==> src/rtl/bsram_pkg.sv <==
package bsram_pkg;
  typedef enum logic {
    PH_IDLE  = 1'b0,
    PH_BEAT2 = 1'b1
  } burst_phase_e;
endpackage

==> src/rtl/bsram_seq.sv <==
module bsram_seq
  import bsram_pkg::*;
#(
  parameter int BASE_W = 5
) (
  input  logic              clk,
  input  logic              rst_n,
  input  logic              cmd_valid,
  input  logic              cmd_write,
  input  logic [BASE_W-1:0] cmd_addr,
  output logic              cmd_ready,
  output logic [BASE_W:0]   word_addr,
  output logic              beat_we,
  output logic              beat_re
);
  burst_phase_e      phase;
  logic [BASE_W-1:0] base_q;
  logic              write_q;
  logic              accept;

  assign cmd_ready = (phase == PH_IDLE);
  assign accept    = cmd_valid && cmd_ready;

  always_comb begin
    if (phase == PH_IDLE) begin
      word_addr = {cmd_addr, 1'b0};
      beat_we   = accept && cmd_write;
      beat_re   = accept && !cmd_write;
    end else begin
      word_addr = {base_q, 1'b1};
      beat_we   = write_q;
      beat_re   = !write_q;
    end
  end

  always_ff @(posedge clk or negedge rst_n) begin
    if (!rst_n) begin
      phase   <= PH_IDLE;
      base_q  <= '0;
      write_q <= 1'b0;
    end else if (accept) begin
      phase   <= PH_BEAT2;
      base_q  <= cmd_addr;
      write_q <= cmd_write;
    end else begin
      phase   <= PH_IDLE;
    end
  end
endmodule

==> src/rtl/bsram_array.sv <==
module bsram_array #(
  parameter int WORD_W = 6,
  parameter int LANES  = 2,
  parameter int LANE_W = 9
) (
  input  logic                    clk,
  input  logic                    we,
  input  logic [WORD_W-1:0]       addr,
  input  logic [LANES*LANE_W-1:0] wdata,
  input  logic [LANES-1:0]        wmask,
  output logic [LANES*LANE_W-1:0] rdata
);
  localparam int DEPTH = 1 << WORD_W;

  for (genvar g = 0; g < LANES; g++) begin : g_lane
    logic [LANE_W-1:0] store [DEPTH];

    always_ff @(posedge clk) begin
      if (we && !wmask[g]) store[addr] <= wdata[g*LANE_W +: LANE_W];
    end

    assign rdata[g*LANE_W +: LANE_W] = store[addr];
  end
endmodule

==> src/rtl/bsram_outreg.sv <==
module bsram_outreg #(
  parameter int DATA_W = 18
) (
  input  logic              clk,
  input  logic              rst_n,
  input  logic              sample,
  input  logic [DATA_W-1:0] sample_data,
  input  logic              strobe,
  output logic              rd_valid,
  output logic [DATA_W-1:0] rd_data
);
  logic              st_valid;
  logic [DATA_W-1:0] st_data;

  always_ff @(posedge clk or negedge rst_n) begin
    if (!rst_n) begin
      st_valid <= 1'b0;
      st_data  <= '0;
    end else begin
      st_valid <= sample;
      if (sample) st_data <= sample_data;
    end
  end

  always_ff @(posedge clk or negedge rst_n) begin
    if (!rst_n) begin
      rd_valid <= 1'b0;
      rd_data  <= '0;
    end else if (strobe) begin
      rd_valid <= st_valid;
      rd_data  <= st_data;
    end
  end
endmodule

==> src/rtl/burst_sram.sv <==
module burst_sram #(
  parameter int BASE_W = 5,
  parameter int LANES  = 2,
  parameter int LANE_W = 9
) (
  input  logic                    clk,
  input  logic                    rst_n,
  input  logic                    cmd_valid,
  output logic                    cmd_ready,
  input  logic                    cmd_write,
  input  logic [BASE_W-1:0]       cmd_addr,
  input  logic [LANES*LANE_W-1:0] wr_data,
  input  logic [LANES-1:0]        wr_mask,
  input  logic                    out_strobe,
  output logic                    rd_valid,
  output logic [LANES*LANE_W-1:0] rd_data
);
  localparam int DATA_W = LANES * LANE_W;
  localparam int WORD_W = BASE_W + 1;

  logic [WORD_W-1:0] word_addr;
  logic              beat_we;
  logic              beat_re;
  logic [DATA_W-1:0] arr_rdata;

  bsram_seq #(.BASE_W(BASE_W)) u_seq (
    .clk(clk), .rst_n(rst_n), .cmd_valid(cmd_valid), .cmd_write(cmd_write),
    .cmd_addr(cmd_addr), .cmd_ready(cmd_ready), .word_addr(word_addr),
    .beat_we(beat_we), .beat_re(beat_re)
  );

  bsram_array #(.WORD_W(WORD_W), .LANES(LANES), .LANE_W(LANE_W)) u_array (
    .clk(clk), .we(beat_we), .addr(word_addr), .wdata(wr_data),
    .wmask(wr_mask), .rdata(arr_rdata)
  );

  bsram_outreg #(.DATA_W(DATA_W)) u_out (
    .clk(clk), .rst_n(rst_n), .sample(beat_re), .sample_data(arr_rdata),
    .strobe(out_strobe), .rd_valid(rd_valid), .rd_data(rd_data)
  );
endmodule

==> config.mk <==
export PLATFORM = sky130hd
export DESIGN_NAME = burst_sram
export DESIGN_NICKNAME = d
export VERILOG_FILES = /design/src/rtl/bsram_pkg.sv /design/src/rtl/bsram_seq.sv /design/src/rtl/bsram_array.sv /design/src/rtl/bsram_outreg.sv /design/src/rtl/burst_sram.sv
export SDC_FILE = /design/constraint.sdc
export NUM_CORES = 1
export LEC_CHECK = 0
export ABC_CLOCK_PERIOD_IN_PS = 3290
export CAP_MARGIN = 20
export CORE_UTILIZATION = 62
export DETAILED_ROUTE_END_ITERATION = 8
export PLACE_DENSITY_LB_ADDON = 0.3
export SLEW_MARGIN = 20
export SYNTH_ARGS = -nofsm -noshare
export SYNTH_HDL_FRONTEND = slang
export SYNTH_SLANG_ARGS = --single-unit
==> constraint.sdc <==
create_clock -name clk -period 3.29 [get_ports clk]
set_clock_uncertainty 0.1 [all_clocks]
set_input_delay 0.658 -clock clk [delete_from_list [all_inputs] [get_ports clk]]
set_output_delay 0.658 -clock clk [all_outputs]
set_load 0.02 [all_outputs]
After elaboration in Yosys (flattened, before gate mapping)
Memories as Yosys holds them, arrays and structs flattened. A register that Yosys moved wholly into a read port is not among the register bits. Cells that the tools add are included.

RAM bits: 1152. Output and inout bits: 20. Input port bits: 30. Flip-flop bits (word level): 27. Memories kept: 2.

Memories: u_array.g_lane[0].store (depth 64, bits a word 9, read ports 1, clocked after memory_dff 1, wr ports 1, line bsram_array.sv:16) `logic [LANE_W-1:0] store [DEPTH];`; u_array.g_lane[1].store (depth 64, bits a word 9, read ports 1, clocked after memory_dff 1, wr ports 1, line bsram_array.sv:16).

Reductions and logical operators: 11. Mux-type cells: 8. Bitwise logic cells: 1.

Operator list (count): $mux 1 (7); $logic_not 1->1 (6); $mux 6 (1); $logic_and 1x1->1 (5); $not 1->1 (1).

Logic depth before layout (Yosys ltp)
Gate-level depths: netlist of run 1.

Depth in word-level cells: 7. Depth in mapped cells: 12.

Hierarchy
A second synthesis of run 1 with hierarchy kept.

Cells, all modules: 2672. Area total of the unflattened synthesis: 46458.3 um^2.

Modules (own cells, without submodules): bsram_array (times used 1, area an instance 44551.5 um^2, sequential area each 34593.2 um^2, cells each 2567); bsram_outreg (times used 1, area an instance 1505.2 um^2, sequential area each 950.9 um^2, cells each 79); bsram_seq (times used 1, area an instance 401.6 um^2, sequential area each 175.2 um^2, cells each 26).

Worst setup path before layout of run 1
No wires, ideal clock.

Kind: input -> register. Start point: in cmd_addr[1]. End point: mem u_array.g_lane[1].store[4][0], enable pin. Stages on the path: 8. Path buffers: 6. Arrival: 2.414 ns. Data required time: 2.816 ns. Setup slack: 0.402 ns. Cell sequence: buf_2 > buf_2 > buf_2 > buf_2 > buf_2 > nand2_1 > clkbuf_1 > nor2_1.

Cells in the longest elaborated chain, start to end: 1.

Ends and longest elaborated chain: start, declared (line burst_sram.sv:11) `input logic [BASE_W-1:0] cmd_addr,`; $mux 6 (line bsram_seq.sv:25) `if (phase == PH_IDLE) begin`; end, declared (line bsram_array.sv:16).

Every way passes these cells.

Final worst setup path of run 1
Start point: reg u_seq.phase. End point: reg u_out.st_data[5], read port of u_array.g_lane[0].store.

Cells in the longest elaborated chain, start to end: 4.

Ends and longest elaborated chain: start, declared (line bsram_seq.sv:16) `burst_phase_e phase;`; start signal, assigned (line bsram_seq.sv:38) `phase <= PH_IDLE;`; start signal, assigned (line bsram_seq.sv:42) `phase <= PH_BEAT2;`; start signal, assigned (line bsram_seq.sv:46) `phase <= PH_IDLE;`; $not 1->1; $logic_and 1x1->1 (line bsram_seq.sv:22) `assign accept = cmd_valid && cmd_ready;`; $logic_and 1x1->1 (line bsram_seq.sv:28) `beat_re = accept && !cmd_write;`; $mux 1 (line bsram_seq.sv:25); end, declared (line bsram_outreg.sv:13) `logic [DATA_W-1:0] st_data;`.

Several ways; a longest one is shown, not always the timed one. A chain may end at the register's enable or synchronous reset.

==> flow_summary.json, run 1 <==
{
  "dp_hpwl_um": 99500,
  "ff2ff_setup_slack_ns": -0.07,
  "whs_ns": 0.0340,
  "die_w_um": 277,
  "crit_slowest_cell": "a2111oi_0",
  "worstSkewPairLatency_ns": 0.69,
  "placed_cell_area_mm2": 0.0512,
  "reg2reg_depth": 8,
  "netlist_area_mm2": 0.0470,
  "htree_levels": 3,
  "async_flop_share_pct": 3.76,
  "synth.area.top_cells": "edfxtp_1 (74%), mux4_2 (6.1%), mux2i_1 (4.2%)",
  "grt-ovfl-total": 0,
  "final_hold_viol_count": 0,
  "maxCapViolCount": 0,
  "layout-drive-gt1-share_pct": 25.1,
  "fin_nets": 3045,
  "cts_tree": "built",
  "antenna_found_initial": 4,
  "p_leak_nw": 18.5,
  "fmax_mhz": 298,
  "status": "complete, but fails checks",
  "cp_common_cell": "buf_4",
  "clockRootBuffer": "clkbuf_16",
  "syn_to_final_growth_pct": 17.0,
  "yosys-top-cells-count": "edfxtp_1 (1152), mux2i_1 (198), nor2_1 (154)",
  "drv_slew": 0,
  "clk_pin_slew_ns": 0.07,
  "first_pass_iters": 8,
  "synth_top_area_share_pct": 73.6,
  "final_core_util_pct": 73.6,
  "vias": 28300,
  "path_class": "reg2reg",
  "setup_viol": 3,
  "routabilityCongestion": 1.06,
  "synthDistinctLibCells": 76,
  "r2r-start": "u_seq.phase",
  "period_minus_slack_ns": 3.36,
  "synth_warnings": 0,
  "violations": "setup timing",
  "slew_headroom_pct": 26.8,
  "peakVddDrop_uv": 599,
  "stdcell_area_mm2": 0.0550,
  "grt_pass1_vias": 27300,
  "yosysTopAreaCell": "edfxtp_1",
  "yosysMostFrequentCell": "edfxtp_1",
  "cts.sinks": 1197,
  "die_h_um": 277,
  "cp_max_fo": 26,
  "core_area_mm2": 0.0747,
  "cp-end-kind": "register",
  "wl_per_cell_um": 35.6,
  "r2r_end": "u_out.st_data[5]",
  "grt_pass1_wl_um": 204000,
  "fin_ws_ns": -0.0712,
  "dieArea_mm2": 0.0769,
  "syn_nets": 2610,
  "yosysSeqAreaShare_pct": 76.0,
  "clk_path_buf_depth": 3,
  "crit_chain": "buf_4 > nand2b_1 > o2bb2a_1 > buf_4 > a2111oi_0 > a311oi_1 > nand4_1 > o32a_1",
  "viasPerCell": 6.93,
  "worstMarginPinSlew_ns": 1.07,
  "ant_nets": 0,
  "cp_slowest_stage_delay_ns": 0.77,
  "fill_cells": 4296,
  "p_per_area_mw_per_mm2": 610,
  "rsz0062_at_grt": "false",
  "dp_worst_setup_slack_ns": -0.365,
  "worstPathRequired_ns": 3.80,
  "power.total_mw": 33.5,
  "drt-total-wl_um": 145000,
  "drcViolationCount": 0,
  "startpoint_type": "register",
  "io_pins": 50,
  "syn_inst": 2580,
  "synth_edf_count": 1152,
  "arrival_ns": 3.87,
  "syn_avg_cell_area_um2": 18.2,
  "synth-seq-cells": 1197,
  "track_usage_pct": 38.3,
  "hold_buffers": 0,
  "first_iter_violations": 4679,
  "finalCritPeriodShare_pct": 102,
  "grt_start_max_net_pins": 65,
  "numPortBuffers": 49,
  "num_rows": 100,
  "postCtsSetupRepairBufs": 0,
  "numCtsBuffers": 114,
  "initial_core_util_pct": 62.9,
  "hp-class": "in2async",
  "post_cts_resized": 0,
  "synthFlopType": "edfxtp_1"
}
cells by family after synthesis:
group	count (synthesis)	synth area share (%)
buffers and inverters	156	1.89
AND/OR/NAND/NOR	478	4.83
multiplexers	361	11.2
flip-flops	1197	76.0
AO/OA/AOI/OAI	388	6.04
through the flow:
step / setup TNS (ns) / instances
after global routing: 0 / 4081
after CTS: 0 / 4081
after detailed placement: -1.91 / 3868
after global placement: -1.17 / 3868
after floorplan: 0 / 2580
final: -0.159 / 4083
flip-flops by register name (all words and copies together) (netlist names):
register,count
u_array.g_lane.store,1152
u_out.rd_data,18
u_out.st_data,18
u_seq.base_q,5
u_out.rd_valid,1
u_out.st_valid,1
u_seq.phase,1
u_seq.write_q,1
cell usage in the layout (no fill, tap or decap), types with 13 or more instances in the layout:
master and n:
edfxtp_1 1152, buf_4 395, mux2i_1 198, nor2_1 154, nand2_1 148, mux4_2 128
clkbuf_16 115, a211oi_1 86, nor2b_1 69, a21oi_1 62, a22oi_1 49, dfrtp_1 42
mux2_2 30, clkbuf_1 28, clkdlybuf4s50_1 28, clkinv_1 27, o22ai_1 27, o21ai_0 26
buf_12 26, a2111oi_0 25, nand3_1 22, buf_2 19, nand4_1 18, clkinv_2 18
nor3_1 14, bufinv_16 14, o32a_1 13
power by group:
| part | total (mW) | internal [mW] | leakage (nW) | switching [mW] |
|---|---|---|---|---|
| logic | 3.27 | 1.20 | 5.82 | 2.07 |
| clock network | 13.1 | 7.53 | 1.81 | 5.61 |
| registers | 17.1 | 16.9 | 10.9 | 0.237 |
worst max-delay path by stage:
stage,startpoint,endpoint,slack [ns],cells after the start
6_report,u_seq.phase,u_out.st_data[5],-0.07,8
4_1_cts,u_seq.phase,cmd_ready,0.05,3
5_1_grt,u_seq.phase,u_out.st_data[1],0.003,8
3_3_place_gp,cmd_addr[3],u_out.st_data[15],-0.30,9
2_1_floorplan,cmd_addr[1],u_array.g_lane[1].store[4][0],0.40,8
3_5_place_dp,cmd_addr[3],u_out.st_data[0],-0.37,9
final cells by class:
class	count	area (um^2)	share of cell area, %
Tap cell	969	1210	2.21
Clock inverter	70	751	1.37
Sequential cell	1197	35700	65.0
Inverter	5	18.8	0.0341
Timing Repair Buffer	470	3880	7.06
Multi-Input combinational cell	1227	10400	18.9
Antenna cell	2	5.00	0.00910
Clock buffer	143	2980	5.43
worst max-delay path, delay by kind of cell (launching register included):
kind	cells	cell delay, ns
simple gates	2	0.40
flops	1	0.69
compound gates	4	1.55
buf+inv	2	0.52
layer usage:
layer | track usage (%) | routed length [um] | up-vias | part of all wire, %
li1 | - | - | 11300 | -
met1 | 55.9 | 55700 | 14400 | 38
met2 | 55.8 | 64300 | 2196 | 44
met3 | 11.7 | 19900 | 339 | 14
met4 | 12.3 | 5520 | 6 | 3.8
met5 | 0 | 38 | - | 0.026
No activity file was read; power rests on OpenSTA's default activity.
==> run 2, diff against run 1 <==
--- a/config.mk
+++ b/config.mk
@@ -6,8 +6,7 @@
 export NUM_CORES = 1
 export LEC_CHECK = 0
 export ABC_CLOCK_PERIOD_IN_PS = 3290
-export CAP_MARGIN = 20
-export CORE_UTILIZATION = 62
+export CORE_UTILIZATION = 55
 export DETAILED_ROUTE_END_ITERATION = 8
 export PLACE_DENSITY_LB_ADDON = 0.3
 export SLEW_MARGIN = 20
==> run 2 against run 1 <==
Against the previous run: the flow finishes with violations (DRC, setup timing); register-to-register slack gained 0.05 ns; via count shrank 0.93%; maximum frequency grew 1.4%; cell count rose by 3.9%.
==> flow_summary.json, run 2 (same netlist as run 1, synthesis figures left out) <==
{
  "hold-path-endpoint": "u_array.g_lane[0].store[28][0]",
  "reg2reg_depth": 9,
  "r2r-start": "u_seq.phase",
  "multi_input_area_mm2": 0.0104,
  "final_core_util_pct": 65.7,
  "ant_nets": 0,
  "critical_path.top_delay_family": "compound AO/OA/AOI/OAI gates",
  "p_leak_nw": 18.5,
  "ff2ff_setup_slack_ns": -0.02,
  "clk_pin_slew_ns": 0.06,
  "vias": 28000,
  "status": "complete, but fails checks",
  "cp_max_fo": 25,
  "setup_tns_ns": -0.0238,
  "cp_common_cell": "buf_4",
  "grt-ovfl-total": 0,
  "fin_ws_ns": -0.0238,
  "num_rows": 106,
  "peakVddDrop_uv": 514,
  "grt_pass1_vias": 27100,
  "die_w_um": 294,
  "first_iter_violations": 4209,
  "numCtsBuffers": 116,
  "dp_hpwl_um": 97600,
  "layout_commonest_cell": "edfxtp_1",
  "crit_slowest_cell": "a2111oi_0",
  "grt_start_max_net_pins": 69,
  "cts.sinks": 1197,
  "clk_path_buf_depth": 3,
  "reg_top3": "u_array.g_lane.store x1152, u_out.rd_data x18, u_out.st_data x18",
  "hp-class": "in2reg",
  "io_pins": 50,
  "setup_viol": 1,
  "first_pass_iters": 9,
  "drcViolationCount": 3,
  "slew_headroom_pct": 32.5,
  "dieArea_mm2": 0.0866,
  "hold-path-cell-count": 1,
  "layout_common_cells": "edfxtp_1 (1152), buf_4 (389), mux2i_1 (198)",
  "cts_tree": "built",
  "htree_levels": 3,
  "final_hold_viol_count": 0,
  "fin_nets": 3041,
  "track_usage_pct": 33.6,
  "antenna_found_initial": 8,
  "r2r_end": "u_out.st_data[14]",
  "arrival_ns": 3.84,
  "power.total_mw": 33.8,
  "path_class": "reg2reg",
  "wl_per_cell_um": 33.9,
  "startpoint_type": "register",
  "worstSkewPairLatency_ns": 0.69,
  "layout-drive-gt1-share_pct": 25.6,
  "initial_core_util_pct": 55.9,
  "drt-total-wl_um": 144000,
  "core_area_mm2": 0.0841,
  "worstMarginPinSlew_ns": 0.987,
  "fmax_mhz": 302,
  "cp-end-kind": "register",
  "p_per_area_mw_per_mm2": 612,
  "period_minus_slack_ns": 3.31,
  "hold_start": "wr_data[0]",
  "clockRootBuffer": "clkbuf_16",
  "grt_pass1_wl_um": 202000,
  "critPathBufInv": 3,
  "drv_slew": 0,
  "diodes": 0,
  "top_register": "u_array.g_lane.store",
  "rsz0062_at_grt": "false",
  "viasPerCell": 6.61,
  "cp_slowest_stage_delay_ns": 0.85,
  "worstPathRequired_ns": 3.81,
  "syn_to_final_growth_pct": 17.7,
  "maxCapViolCount": 0,
  "routabilityCongestion": 1.03,
  "numPortBuffers": 49,
  "largest_reg_flops": 1152,
  "fill_cells": 5673,
  "finalCritPeriodShare_pct": 101,
  "die_h_um": 294,
  "whs_ns": 0.169,
  "crit_chain": "buf_4 > buf_4 > nand4b_1 > and2_1 > buf_4 > a2111oi_0 > nor4_1 > nand4_1 > o32a_1",
  "register_area_mm2": 0.0357,
  "violations": "DRC, setup timing",
  "postCtsSetupRepairBufs": 0
}
==> run 2: changes by cell type in the layout (fill, tap and decap cells not counted), moves of 2 or more <==
cell,before,now
clkbuf_16,115,118
clkbuf_1,28,21
clkbuf_8,0,7
clkinv_2,18,21
clkinv_8,1,3
buf_4,395,389
inv_6,1,3
diode_2,2,0
clkinvlp_4,4,8
clkinv_1,27,17
==> run 2: final cells by class <==
type	instances	share of cell area, %
Tap cell	1134	2.57
Clock buffer	146	5.66
Clock inverter	68	1.35
Timing Repair Buffer	464	6.93
Inverter	5	0.0340
Multi-Input combinational cell	1227	18.8
Sequential cell	1197	64.6
==> run 2: worst reg2reg max path: stages (launching register included) <==
cell and delay (ns):
dfrtp_4 0.70, buf_4 0.24, buf_4 0.21, nand4b_1 0.14, and2_1 0.25, buf_4 0.21
a2111oi_0 0.86, nor4_1 0.25, nand4_1 0.15, o32a_1 0.16
==> run 2: what timing repair did <==
item                       CTS  global route
pin swaps                    0             0
gates resized for setup      1             3
hold buffers                 1             0
hold endpoints to repair    19             0
setup endpoints to repair    1             3
cloned                       0             0
==> run 2: power breakdown <==
group	total [mW]	leakage, nW	switching [mW]	internal, mW
clock	13.5	1.88	5.67	7.82
sequential	17.1	10.9	0.253	16.9
combinational	3.21	5.79	2.03	1.18
total	33.8	18.5	7.95	25.9
==> run 2: through the flow <==
step	instance area [um^2]	cells	worst slack [ns]
final	55300	4241	-0.0238
after detailed placement	51400	4026	-0.295
after floorplan	47000	2580	0.402
after global routing	55300	4241	0.0298
after global placement	51400	4026	-0.311
after CTS	55300	4241	0.00855
==> run 2: metal layers <==
metal	global-route usage [%]	share of wire [%]	vias to the layer above
met1	50.6	39	14400
li1	-	-	11300
met3	7.68	13	294
met5	0	0.045	-
met2	49.1	44	2004
met4	10.8	3.4	10
==> run 2: worst max-delay path by stage <==
| stage | start | cells past startpoint | end | slack (ns) |
|---|---|---|---|---|
| floorplan | cmd_addr[1] | 8 | u_array.g_lane[1].store[4][0] | 0.40 |
| global placement | cmd_addr[2] | 9 | u_out.st_data[8] | -0.31 |
| detailed placement | cmd_addr[2] | 9 | u_out.st_data[8] | -0.30 |
| CTS | u_seq.phase | 8 | u_out.st_data[8] | 0.009 |
| global route | u_seq.phase | 8 | u_out.st_data[5] | 0.03 |
| finish | u_seq.phase | 9 | u_out.st_data[14] | -0.02 |
